--- config.mk ---
export PLATFORM = sky130hd
export DESIGN_NAME = ep_pkt_access
export DESIGN_NICKNAME = d
export VERILOG_FILES = /design/src/rtl/ep_pkt_pkg.sv /design/src/rtl/epb_ram.sv /design/src/rtl/epb_rx_path.sv /design/src/rtl/epb_tx_path.sv /design/src/rtl/ep_pkt_access.sv
export SDC_FILE = /design/constraint.sdc
export NUM_CORES = 2
export LEC_CHECK = 0
export BUFFER_PORTS_ARGS = -buffer_cell sky130_fd_sc_hd__buf_2
export CAP_MARGIN = 30
export CELL_PAD_IN_SITES_DETAIL_PLACEMENT = 0
export CELL_PAD_IN_SITES_GLOBAL_PLACEMENT = 1
export CORE_ASPECT_RATIO = 0.5
export CORE_MARGIN = 8
export CORE_UTILIZATION = 45
export CTS_BUF_LIST = sky130_fd_sc_hd__clkbuf_8
export CTS_CLUSTER_DIAMETER = 50
export DETAILED_ROUTE_END_ITERATION = 16
export GPL_ROUTABILITY_DRIVEN = 0
export GPL_TIMING_DRIVEN = 1
export PLACE_DENSITY_LB_ADDON = 0.1
export REMOVE_ABC_BUFFERS = 1
export SYNTH_ARGS = -nofsm -noshare
export SYNTH_HDL_FRONTEND = slang
export SYNTH_HIERARCHICAL = 1
export SYNTH_MEMORY_MAX_BITS = 65536
export SYNTH_SLANG_ARGS = --single-unit
--- constraint.sdc ---
create_clock -name clk -period 9.5 [get_ports clk]
set_clock_uncertainty 0.05 [all_clocks]
set_input_delay 1.9 -clock clk [delete_from_list [all_inputs] [get_ports clk]]
set_output_delay 1.9 -clock clk [all_outputs]
set_load 0.1 [all_outputs]
--- src/rtl/ep_pkt_pkg.sv ---
package ep_pkt_pkg;

  // number of 32-bit words covering a byte count
  function automatic logic [15:0] words_of(input logic [15:0] nbytes);
    return (nbytes + 16'd3) >> 2;
  endfunction

  // keep-mask for the final word, from the byte count modulo 4
  function automatic logic [31:0] lane_mask(input logic [1:0] rem);
    case (rem)
      2'd1:    return 32'h0000_00FF;
      2'd2:    return 32'h0000_FFFF;
      2'd3:    return 32'h00FF_FFFF;
      default: return 32'hFFFF_FFFF;
    endcase
  endfunction

endpackage

--- src/rtl/epb_ram.sv ---
module epb_ram #(
  parameter int AW = 6,
  parameter int DW = 32
) (
  input  logic          clk,
  input  logic          we,
  input  logic [AW-1:0] waddr,
  input  logic [DW-1:0] wdata,
  input  logic          re,
  input  logic [AW-1:0] raddr,
  output logic [DW-1:0] rdata
);
  localparam int DEPTH = 1 << AW;

  logic [DW-1:0] mem [0:DEPTH-1];

  always_ff @(posedge clk) begin
    if (we) mem[waddr] <= wdata;
    if (re) rdata <= mem[raddr];
  end
endmodule

--- src/rtl/epb_rx_path.sv ---
module epb_rx_path
  import ep_pkt_pkg::*;
#(
  parameter int                NUM_EP   = 4,
  parameter int                WORDS    = 16,
  parameter logic [NUM_EP-1:0] ISO_MASK = '0
) (
  input  logic                            clk,
  input  logic                            rst,
  input  logic                            arm,
  input  logic                            disarm,
  input  logic [$clog2(NUM_EP)-1:0]       arm_ep,
  input  logic                            rd_pulse,
  input  logic                            clr_cmd,
  input  logic [$clog2(NUM_EP)-1:0]       cmd_ep,
  input  logic                            frame,
  input  logic                            bus_wr,
  input  logic [$clog2(NUM_EP)-1:0]       bus_ep,
  input  logic [$clog2(WORDS)-1:0]        bus_widx,
  input  logic [31:0]                     bus_wdata,
  input  logic                            bus_done,
  input  logic [$clog2(WORDS*4+1)-1:0]    bus_len,
  output logic                            rd_en,
  output logic                            rdy,
  output logic [$clog2(WORDS*4+1)-1:0]    len_o,
  output logic                            end_o,
  output logic [31:0]                     data_o
);
  localparam int EPW  = $clog2(NUM_EP);
  localparam int WPW  = $clog2(WORDS);
  localparam int LENW = $clog2(WORDS*4+1);

  logic [NUM_EP-1:0] full_q;
  logic [LENW-1:0]   len_tab [NUM_EP];
  logic [EPW-1:0]    ep_q;
  logic [WPW-1:0]    ptr_q;
  logic [31:0]       mask_q;
  logic [31:0]       ram_q;
  logic              accept, fire, at_last;
  logic [LENW-1:0]   arm_len;

  assign accept  = ISO_MASK[bus_ep] | ~full_q[bus_ep];
  assign arm_len = full_q[arm_ep] ? len_tab[arm_ep] : '0;
  assign fire    = rd_pulse & rd_en;
  assign at_last = (16'(ptr_q) == words_of(16'(len_o)) - 16'd1);

  epb_ram #(.AW(EPW + WPW), .DW(32)) u_ram (
    .clk   (clk),
    .we    (bus_wr & accept),
    .waddr ({bus_ep, bus_widx}),
    .wdata (bus_wdata),
    .re    (fire),
    .raddr ({ep_q, ptr_q}),
    .rdata (ram_q)
  );

  assign data_o = ram_q & mask_q;

  // buffer occupancy: arrival wins over release / frame in the same cycle
  always_ff @(posedge clk) begin
    if (rst) begin
      full_q <= '0;
      for (int i = 0; i < NUM_EP; i++) len_tab[i] <= '0;
    end else begin
      for (int i = 0; i < NUM_EP; i++) begin
        if (bus_done && bus_ep == EPW'(i) && accept) begin
          full_q[i]  <= 1'b1;
          len_tab[i] <= bus_len;
        end else if ((clr_cmd && cmd_ep == EPW'(i)) || (frame && ISO_MASK[i])) begin
          full_q[i] <= 1'b0;
        end
      end
    end
  end

  // read session
  always_ff @(posedge clk) begin
    if (rst) begin
      rd_en  <= 1'b0;
      rdy    <= 1'b0;
      len_o  <= '0;
      end_o  <= 1'b0;
      ptr_q  <= '0;
      ep_q   <= '0;
      mask_q <= '1;
    end else if (arm) begin
      ep_q  <= arm_ep;
      len_o <= arm_len;
      rdy   <= 1'b1;
      ptr_q <= '0;
      end_o <= (arm_len == '0);
      rd_en <= (arm_len != '0);
    end else if (disarm) begin
      rd_en <= 1'b0;
      rdy   <= 1'b0;
    end else if (fire) begin
      ptr_q  <= ptr_q + 1'b1;
      mask_q <= at_last ? lane_mask(len_o[1:0]) : '1;
      if (at_last) begin
        rd_en <= 1'b0;
        rdy   <= 1'b0;
        end_o <= 1'b1;
      end
    end
  end

  p_rdy_when_open_r1: assert property (@(posedge clk) disable iff (rst)
    rd_en |-> rdy);

  p_ptr_in_pkt_r2: assert property (@(posedge clk) disable iff (rst)
    rd_en |-> (words_of(16'(len_o)) > 16'(ptr_q)));

  p_self_close_r4: assert property (@(posedge clk) disable iff (rst)
    ($fell(rd_en) && !$past(disarm)) |-> end_o);

  for (genvar i = 0; i < NUM_EP; i++) begin : g_hold
    if (!ISO_MASK[i]) begin : g_noniso
      p_keep_full_r9: assert property (@(posedge clk) disable iff (rst)
        (full_q[i] && !(clr_cmd && cmd_ep == EPW'(i))) |=> full_q[i]);
    end
  end
endmodule

--- src/rtl/epb_tx_path.sv ---
module epb_tx_path
  import ep_pkt_pkg::*;
#(
  parameter int                NUM_EP   = 4,
  parameter int                WORDS    = 16,
  parameter logic [NUM_EP-1:0] ISO_MASK = '0
) (
  input  logic                            clk,
  input  logic                            rst,
  input  logic                            arm,
  input  logic                            disarm,
  input  logic [$clog2(NUM_EP)-1:0]       arm_ep,
  input  logic                            len_wr,
  input  logic [$clog2(WORDS*4+1)-1:0]    len_in,
  input  logic                            data_wr,
  input  logic [31:0]                     data_in,
  input  logic                            val_cmd,
  input  logic [$clog2(NUM_EP)-1:0]       cmd_ep,
  input  logic                            frame,
  input  logic                            bus_rd,
  input  logic [$clog2(NUM_EP)-1:0]       bus_ep,
  input  logic [$clog2(WORDS)-1:0]        bus_widx,
  input  logic                            bus_done,
  output logic                            wr_en,
  output logic                            end_o,
  output logic [31:0]                     bus_data,
  output logic [$clog2(WORDS*4+1)-1:0]    bus_len,
  output logic [NUM_EP-1:0]               ready,
  output logic [NUM_EP-1:0]               iso_empty
);
  localparam int EPW  = $clog2(NUM_EP);
  localparam int WPW  = $clog2(WORDS);
  localparam int LENW = $clog2(WORDS*4+1);

  logic [LENW-1:0] len_tab [NUM_EP];
  logic [EPW-1:0]  ep_q;
  logic [WPW-1:0]  ptr_q;
  logic [LENW-1:0] plen_q;
  logic            len_ok_q;
  logic            put, at_last;

  assign put     = data_wr & wr_en & len_ok_q;
  assign at_last = (16'(ptr_q) == words_of(16'(plen_q)) - 16'd1);

  epb_ram #(.AW(EPW + WPW), .DW(32)) u_ram (
    .clk   (clk),
    .we    (put),
    .waddr ({ep_q, ptr_q}),
    .wdata (data_in),
    .re    (bus_rd),
    .raddr ({bus_ep, bus_widx}),
    .rdata (bus_data)
  );

  // write session; the published length changes only on completion
  always_ff @(posedge clk) begin
    if (rst) begin
      wr_en    <= 1'b0;
      end_o    <= 1'b0;
      ep_q     <= '0;
      ptr_q    <= '0;
      plen_q   <= '0;
      len_ok_q <= 1'b0;
      for (int i = 0; i < NUM_EP; i++) len_tab[i] <= '0;
    end else if (arm) begin
      ep_q     <= arm_ep;
      wr_en    <= 1'b1;
      ptr_q    <= '0;
      len_ok_q <= 1'b0;
      end_o    <= 1'b0;
    end else if (disarm) begin
      wr_en    <= 1'b0;
      len_ok_q <= 1'b0;
    end else if (len_wr && wr_en) begin
      plen_q   <= len_in;
      ptr_q    <= '0;
      len_ok_q <= (len_in != '0);
      if (len_in == '0) begin
        wr_en         <= 1'b0;
        end_o         <= 1'b1;
        len_tab[ep_q] <= '0;
      end
    end else if (put) begin
      ptr_q <= ptr_q + 1'b1;
      if (at_last) begin
        wr_en         <= 1'b0;
        len_ok_q      <= 1'b0;
        end_o         <= 1'b1;
        len_tab[ep_q] <= plen_q;
      end
    end
  end

  always_ff @(posedge clk) begin
    if (rst) bus_len <= '0;
    else if (bus_rd) bus_len <= len_tab[bus_ep];
  end

  // validated flags; a frame on an isochronous endpoint has the last word
  always_ff @(posedge clk) begin
    if (rst) begin
      ready     <= '0;
      iso_empty <= '0;
    end else begin
      for (int i = 0; i < NUM_EP; i++) begin
        iso_empty[i] <= 1'b0;
        if (val_cmd && cmd_ep == EPW'(i)) ready[i] <= 1'b1;
        if (bus_done && bus_ep == EPW'(i) && !ISO_MASK[i]) ready[i] <= 1'b0;
        if (frame && ISO_MASK[i]) begin
          iso_empty[i] <= ~ready[i];
          ready[i]     <= 1'b0;
        end
      end
    end
  end

  p_wr_ptr_in_pkt_r6: assert property (@(posedge clk) disable iff (rst)
    (wr_en && len_ok_q) |-> (words_of(16'(plen_q)) > 16'(ptr_q)));

  p_close_sets_end_r6: assert property (@(posedge clk) disable iff (rst)
    ($fell(wr_en) && !$past(disarm)) |-> end_o);

  for (genvar i = 0; i < NUM_EP; i++) begin : g_flag
    p_ready_needs_val_r10: assert property (@(posedge clk) disable iff (rst)
      $rose(ready[i]) |-> $past(val_cmd && cmd_ep == EPW'(i)));

    p_empty_only_unready_r12: assert property (@(posedge clk) disable iff (rst)
      iso_empty[i] |-> !ready[i]);
  end
endmodule

--- src/rtl/ep_pkt_access.sv ---
module ep_pkt_access #(
  parameter int                NUM_EP   = 4,
  parameter int                WORDS    = 16,
  parameter logic [NUM_EP-1:0] ISO_MASK = 4'b1000,
  localparam int               EPW      = $clog2(NUM_EP),
  localparam int               WPW      = $clog2(WORDS),
  localparam int               LENW     = $clog2(WORDS*4+1)
) (
  input  logic              clk,
  input  logic              rst,
  input  logic              ctrl_wr,
  input  logic              ctrl_rd_i,
  input  logic              ctrl_wt_i,
  input  logic [EPW-1:0]    ctrl_ep_i,
  output logic              rd_en_o,
  output logic              wr_en_o,
  output logic [LENW-1:0]   rx_len_o,
  output logic              rx_rdy_o,
  input  logic              rx_data_rd,
  output logic [31:0]       rx_data_o,
  output logic              rx_end_o,
  input  logic              tx_len_wr,
  input  logic [LENW-1:0]   tx_len_i,
  input  logic              tx_data_wr,
  input  logic [31:0]       tx_data_i,
  output logic              tx_end_o,
  input  logic              cmd_clr,
  input  logic              cmd_val,
  input  logic [EPW-1:0]    cmd_ep,
  input  logic              frame_i,
  input  logic              bus_rx_wr,
  input  logic [EPW-1:0]    bus_rx_ep,
  input  logic [WPW-1:0]    bus_rx_widx,
  input  logic [31:0]       bus_rx_data,
  input  logic              bus_rx_done,
  input  logic [LENW-1:0]   bus_rx_len,
  input  logic              bus_tx_rd,
  input  logic [EPW-1:0]    bus_tx_ep,
  input  logic [WPW-1:0]    bus_tx_widx,
  input  logic              bus_tx_done,
  output logic [31:0]       bus_tx_data_o,
  output logic [LENW-1:0]   bus_tx_len_o,
  output logic [NUM_EP-1:0] tx_ready_o,
  output logic [NUM_EP-1:0] iso_empty_o
);
  // a session is (re)armed only when its bit goes from clear to set
  logic rd_arm, rd_disarm, wr_arm, wr_disarm;

  assign rd_arm    = ctrl_wr &  ctrl_rd_i & ~rd_en_o;
  assign rd_disarm = ctrl_wr & ~ctrl_rd_i;
  assign wr_arm    = ctrl_wr &  ctrl_wt_i & ~wr_en_o;
  assign wr_disarm = ctrl_wr & ~ctrl_wt_i;

  epb_rx_path #(.NUM_EP(NUM_EP), .WORDS(WORDS), .ISO_MASK(ISO_MASK)) u_rx (
    .clk       (clk),
    .rst       (rst),
    .arm       (rd_arm),
    .disarm    (rd_disarm),
    .arm_ep    (ctrl_ep_i),
    .rd_pulse  (rx_data_rd),
    .clr_cmd   (cmd_clr),
    .cmd_ep    (cmd_ep),
    .frame     (frame_i),
    .bus_wr    (bus_rx_wr),
    .bus_ep    (bus_rx_ep),
    .bus_widx  (bus_rx_widx),
    .bus_wdata (bus_rx_data),
    .bus_done  (bus_rx_done),
    .bus_len   (bus_rx_len),
    .rd_en     (rd_en_o),
    .rdy       (rx_rdy_o),
    .len_o     (rx_len_o),
    .end_o     (rx_end_o),
    .data_o    (rx_data_o)
  );

  epb_tx_path #(.NUM_EP(NUM_EP), .WORDS(WORDS), .ISO_MASK(ISO_MASK)) u_tx (
    .clk       (clk),
    .rst       (rst),
    .arm       (wr_arm),
    .disarm    (wr_disarm),
    .arm_ep    (ctrl_ep_i),
    .len_wr    (tx_len_wr),
    .len_in    (tx_len_i),
    .data_wr   (tx_data_wr),
    .data_in   (tx_data_i),
    .val_cmd   (cmd_val),
    .cmd_ep    (cmd_ep),
    .frame     (frame_i),
    .bus_rd    (bus_tx_rd),
    .bus_ep    (bus_tx_ep),
    .bus_widx  (bus_tx_widx),
    .bus_done  (bus_tx_done),
    .wr_en     (wr_en_o),
    .end_o     (tx_end_o),
    .bus_data  (bus_tx_data_o),
    .bus_len   (bus_tx_len_o),
    .ready     (tx_ready_o),
    .iso_empty (iso_empty_o)
  );
endmodule

Word-level counts from Yosys, hierarchy flattened
Memory sizes are Yosys's and may differ from the RTL's. A register that Yosys moved wholly into a read port is not among the register bits.
Cells that the tools add are included.
{"block": "word_totals", "out_inout_bits": 91, "ram_bits": 4152, "reg_bits": 76, "n_memories": 4, "in_bits": 109, "elab_cells": 215}
{"memory": "u_rx.u_ram.mem", "words": 64, "width": 32, "read_ports": 1, "rd_clocked_by_memory_dff": 1, "wr": 1, "line": "epb_ram.sv:15", "text": "logic [DW-1:0] mem [0:DEPTH-1];"}
{"memory": "u_tx.u_ram.mem", "words": 64, "width": 32, "read_ports": 1, "rd_clocked_by_memory_dff": 1, "wr": 1, "line": "epb_ram.sv:15"}
{"memory": "u_rx.len_tab", "words": 4, "width": 7, "read_ports": 1, "rd_clocked_by_memory_dff": 0, "wr": 4, "line": "epb_rx_path.sv:34", "text": "logic [LENW-1:0] len_tab [NUM_EP];"}
{"memory": "u_tx.len_tab", "words": 4, "width": 7, "read_ports": 1, "rd_clocked_by_memory_dff": 1, "wr": 4, "line": "epb_tx_path.sv:35", "text": "logic [LENW-1:0] len_tab [NUM_EP];"}
{"block": "op_classes", "n_addsub": 6, "n_reduce_logical": 58, "muxes": 78, "eq_ne": 16, "order_cmp": 2, "bitwise": 28}
{"cell": "one-hot mux 32 bit (3 select lines)", "count": 1}
{"cell": "two-way mux 1 bit", "count": 63}
{"cell": "two-way mux 7 bit", "count": 7}
{"cell": "bitwise AND 32 bit", "count": 1}
{"cell": "== test 4 x 16 -> 1 bit", "count": 2}
{"cell": "two-way mux 32 bit", "count": 1}
{"cell": "subtractor 14 x 1 -> 15 bit (second input constant)", "count": 2}
{"cell": "logical AND 1 bit", "count": 20}
{"cell": "adder 7 x 2 -> 8 bit (second input constant)", "count": 2}
{"cell": "nonzero test 2 bit", "count": 8}
{"cell": "== test 2 bit (second input constant)", "count": 7}
{"cell": "logical NOT 7 bit", "count": 2}
{"cell": "nonzero test 7 bit", "count": 2}
{"cell": "OR reduction 2 bit", "count": 7}
{"cell": "AND reduction 3 bit", "count": 4}
{"cell": "NOT 1 bit", "count": 11}
{"cell": "bitwise AND 1 bit", "count": 10}
{"cell": "adder 4 x 1 -> 4 bit (second input constant)", "count": 2}
{"cell": "== test 2 x 1 -> 1 bit (second input constant)", "count": 4}
{"cell": "two-way mux 4 bit", "count": 2}
{"cell": "AND reduction 2 bit", "count": 4}
{"cell": "nonzero test 4 bit", "count": 2}
{"cell": "OR reduction 7 bit", "count": 1}
{"cell": "binary-select mux 1 bit (select 2 bit)", "count": 3}
{"cell": "10 further kinds", "count": 20}

Longest topological paths before layout
{"block": "logic_depth", "depth_word": 13, "depth_mapped": 12, "depth_no_buf": 11}

Cells and area by module
Netlist, hierarchy kept.
{"module": "epb_ram at u_rx.u_ram", "seq_area_each_um2": 62459.9, "cells_each": 3324, "area_each_um2": 78839.4, "n_inst": 1}
{"module": "epb_ram at u_tx.u_ram", "seq_area_each_um2": 62459.9, "cells_each": 3324, "area_each_um2": 78835.6, "n_inst": 1}
{"module": "epb_rx_path", "seq_area_each_um2": 1301.2, "cells_each": 257, "area_each_um2": 2766.4, "n_inst": 1}
{"module": "epb_tx_path", "seq_area_each_um2": 1401.3, "cells_each": 239, "area_each_um2": 2745.1, "n_inst": 1}
{"module": "ep_pkt_access", "seq_area_each_um2": 0.0, "cells_each": 4, "area_each_um2": 32.5, "n_inst": 1}

Least setup slack after synthesis
Ideal clock, no wire load.
{"block": "synth_timing", "kind": "input -> register", "from": "in bus_rx_ep[1]", "to": "mem u_rx.u_ram.mem[48][0], enable pin", "stages": 5, "arrival_ns": 4.954, "path_slack_ns": 4.035, "setup_time_ns": 0.461, "path_buffers": 1, "path_cell_list": "clkbuf_1 o221a_2 nor2b_1 nand4b_1 nor3_1"}
{"block": "synth_via", "elab_chain_len": 7}
{"item": "start, declared", "line": "ep_pkt_access.sv:32", "text": "input logic [EPW-1:0] bus_rx_ep,"}
{"item": "binary-select mux 1 bit (select 2 bit)", "line": "epb_rx_path.sv:42", "text": "assign accept = ISO_MASK[bus_ep] | ~full_q[bus_ep];"}
{"item": "two-way mux 1 bit (implied by the code)", "line": "epb_rx_path.sv:42"}
{"item": "NOT 1 bit", "line": "epb_rx_path.sv:42"}
{"item": "OR 1 bit", "line": "epb_rx_path.sv:42"}
{"item": "bitwise AND 1 bit", "line": "epb_rx_path.sv:49", "text": ".we (bus_wr & accept),"}
{"item": "two-way mux 1 bit", "line": "epb_ram.sv:18", "text": "if (we) mem[waddr] <= wdata;"}
{"item": "two-way mux 1 bit (implied by the code)", "line": "epb_ram.sv:18"}
{"item": "end, declared", "line": "epb_ram.sv:15"}
Several ways; a longest one is shown, not always the timed one. The select of a mux whose other input is x is not followed.

==> impl_metrics.toml <==
[routing]
wirelength_um = 449000
ant_nets = 0
viasPerCell = 5.98
firstDrtPassIters = 8
wl_per_cell_um = 34.1
via_count = 78733
drc = 0
first_iter_violations = 8367

[power_and_ir_drop]
p_leak_nw = 56.6
p_per_area_mw_per_mm2 = 196
ir_drop_uv = 108

[synth]
synth_xor_area_share_pct = 0.103
synthArstFlopShare_pct = 0
synth_cell_type_count = 79
synth_compound_area_share_pct = 1.96
synth_flop_cell = "edfxtp_1"
avgSynthCellArea_um2 = 22.8
yosys_warnings = 6
muxShareOfSynthArea_pct = 16.5
synth_edf_count = 4216
synth_seq_area_share_pct = 78.2
yosys.area_share.simple_pct = 1.96
postSynthCellCount = 7148
ys_seq_elements = 4267
synthAdderAreaFrac_pct = 0.0537
synthesis.area_mm2 = 0.163
synth_top_family_by_area = "multiplexers"

[clock_tree]
cts_setup_buffers = 0
cts-root-buf = "clkbuf_8"
insertion_delay_ns = 1.09
htree_levels = 6
hold_buffers = 0
postCtsResizedCells = 0
path_clk_slew_ns = 0.06
numClockSinks = 4267
clk_path_buf_depth = 4
tritoncts.num_buffers = 620
cts_tree = "yes"

[timing]
max_freq_mhz = 209
setup_viol_count_final = 0
tightest_slew_ns = 1.03
layout_setup_ws_ns = 4.72
hold_slack_ns = 0.405
relSlewSlack_pct = 30.9
post-route-period-util_pct = 50.4
period_minus_slack_ns = 4.78
rsz0062_at_grt = "false"
slew_violations = 0
hold_viol_final = 0
fin_setup_tns_ns = 0

[floorplanning]
ios = 200
dieArea_mm2 = 0.383
design.core.area_mm2 = 0.361
num_rows = 156
start_util_pct = 45.2
die_x_um = 868
fp.dieH_um = 442

[setup_path]
crit_type = "in -> reg"
worstPathRequired_ns = 10.20
crit_path_end_kind = "flop"
cp_max_fo = 73
cp_common_cell = "buf_4"
cp_data_arrival_time_ns = 5.49
max_stage_delay_ns = 0.84
cp_cell_sequence = "buf_8, buf_4, buf_4, mux4_2, o22ai_1, nor2_1"
crit_slowest_cell = "buf_4"
start_kind = "input pin"

[worst_hold_path]
hp-class = "reg -> reg"

[layout]
finalNetCount = 7974
syn2layout_area_growth_pct = 12.2
layout.cells.non_filler = 13165
drive_gt1_share_pct = 30.0

[placement]
dpl.hpwl_um = 240000
io_buffers = 196
place_inst = 12045
dp_slack_ns = 3.45

[grt]
antenna_found_initial = 39
use_met3_pct = 3.57
overflow = 0
grt_pass1_vias = 82321
grt_max_degree = 119
grt_pass1_wl_um = 628000
use_met2_pct = 37.4
grt.total_usage_pct = 23.0
use_met1_pct = 32.3
grt_busiest_layer = "met2"

[status]
status = "finished clean"

[job]
cap_violations = 0
critical path, delay by kind of cell:
kind            cells  cell delay [ns]
mux                 1             0.63
simple gates        1             0.13
compound gates      1             0.75
buf+inv             3             1.82
logic make-up after synthesis:
kind of cell | count (synthesis)
multiplexers | 1313
XOR/XNOR | 16
buffers and inverters | 410
adder cells (fa/ha/maj) | 7
other | 1
flip-flops | 4267
AO/OA/AOI/OAI | 478
AND/OR/NAND/NOR | 656
registers in the layout (all words and copies together) (netlist names), 2 cells and up:
register,flops
u_rx/len_tab,28
u_tx/len_tab,28
u_tx/u_ram/rdata,32
u_tx/ep_q,2
u_tx/ptr_q,4
u_rx/u_ram/rdata,32
u_tx/u_ram/mem,2048
u_rx/ptr_q,4
u_tx/bus_len,7
u_tx/ready,4
u_rx/len_o,7
u_rx/mask_q,3
u_rx/ep_q,2
u_rx/full_q,4
u_rx/u_ram/mem,2048
u_tx/plen_q,7
power breakdown:
| group | internal, mW | switching [mW] | total, mW |
|---|---|---|---|
| logic | 0.433 | 1.07 | 1.50 |
| registers | 20.8 | 0.0526 | 20.8 |
| clock network | 6.49 | 7.02 | 13.5 |
| total | 27.7 | 8.14 | 35.8 |
synth_stat cells (4+ instances only):
cell / instances / share of area (%)
and2_1: 58 / 0.22
o221ai_1: 54 / 0.29
or3b_2: 8 / 0.043
o211ai_1: 4 / 0.018
ha_1: 7 / 0.054
a21oi_1: 140 / 0.43
a31oi_1: 8 / 0.031
buf_4: 52 / 0.24
nand3_1: 24 / 0.074
clkbuf_1: 168 / 0.39
nor3_1: 29 / 0.089
nand2b_1: 25 / 0.096
a311oi_1: 21 / 0.11
a41o_1: 10 / 0.061
nor2b_1: 33 / 0.13
edfxtp_1: 4216 / 78
buf_1: 45 / 0.10
o32ai_1: 8 / 0.043
or2_2: 7 / 0.027
or3b_1: 4 / 0.021
nor2_1: 313 / 0.72
buf_2: 116 / 0.36
and3_1: 36 / 0.14
xnor2_1: 10 / 0.054
nand2_1: 63 / 0.14
or2_1: 4 / 0.015
mux4_2: 1103 / 15
or3_1: 6 / 0.023
inv_1: 12 / 0.028
dfxtp_1: 51 / 0.63
o21ai_0: 7 / 0.021
nand3b_1: 14 / 0.064
mux2i_1: 210 / 1.3
o22ai_1: 171 / 0.66
buf_6: 15 / 0.10
a22oi_1: 26 / 0.12
nand4_1: 6 / 0.023
xor2_1: 4 / 0.021
per-layer routing:
layer  wire length [µm]  share of wire (%)
met5                 20             0.0045
met4              13600                3.0
met3              28900                6.4
met2             218000                 49
met1             188000                 42
final cells by class:
type,instances,area [µm²]
Timing Repair Buffer,483,3800
Inverter,13,48.8
Multi-Input combinational cell,2473,34600
Antenna cell,26,65.1
Sequential cell,4267,128000
Fill cell,28582,178000
Clock buffer,638,8780
Tap cell,4819,6030
Clock inverter,446,2170
path summary, 6_finish.rpt:
kind / slack (ns) / end / cells after the start / from
setup / recovery: 4.72 / u_tx/u_ram/rdata[2] / 6 / bus_tx_widx[2]
hold / removal: 0.40 / u_tx/iso_empty[3] / 1 / u_tx/ready[3]
setup reg to reg: 4.88 / u_rx/u_ram/rdata[11] / 6 / u_rx/ptr_q[0]
hold reg to reg: 0.40 / u_tx/iso_empty[3] / 1 / u_tx/ready[3]
cells in the final DEF (no fill, tap or decap), types with 56 or more instances in the layout:
cell type / count
a21oi_1: 140
and2_1: 58
buf_2: 200
buf_4: 229
clkbuf_8: 638
clkinv_1: 139
clkinv_2: 56
edfxtp_1: 4216
inv_1: 219
mux2i_1: 210
mux4_2: 1103
nand2_1: 63
nor2_1: 188
nor2_4: 124
o22ai_1: 171
through the flow:
stage / cell area [µm²] / utilization [%] / power [mW]
finish: 183000 / 50.7 / 35.8
detailed placement: 172000 / 47.6 / 22.7
CTS: 183000 / 50.6 / 36.2
floorplan: 161000 / - / 21.9
global placement: 171000 / 47.4 / 22.7
global route: 183000 / 50.7 / 37.0
No activity file was read; power rests on OpenSTA's default activity.
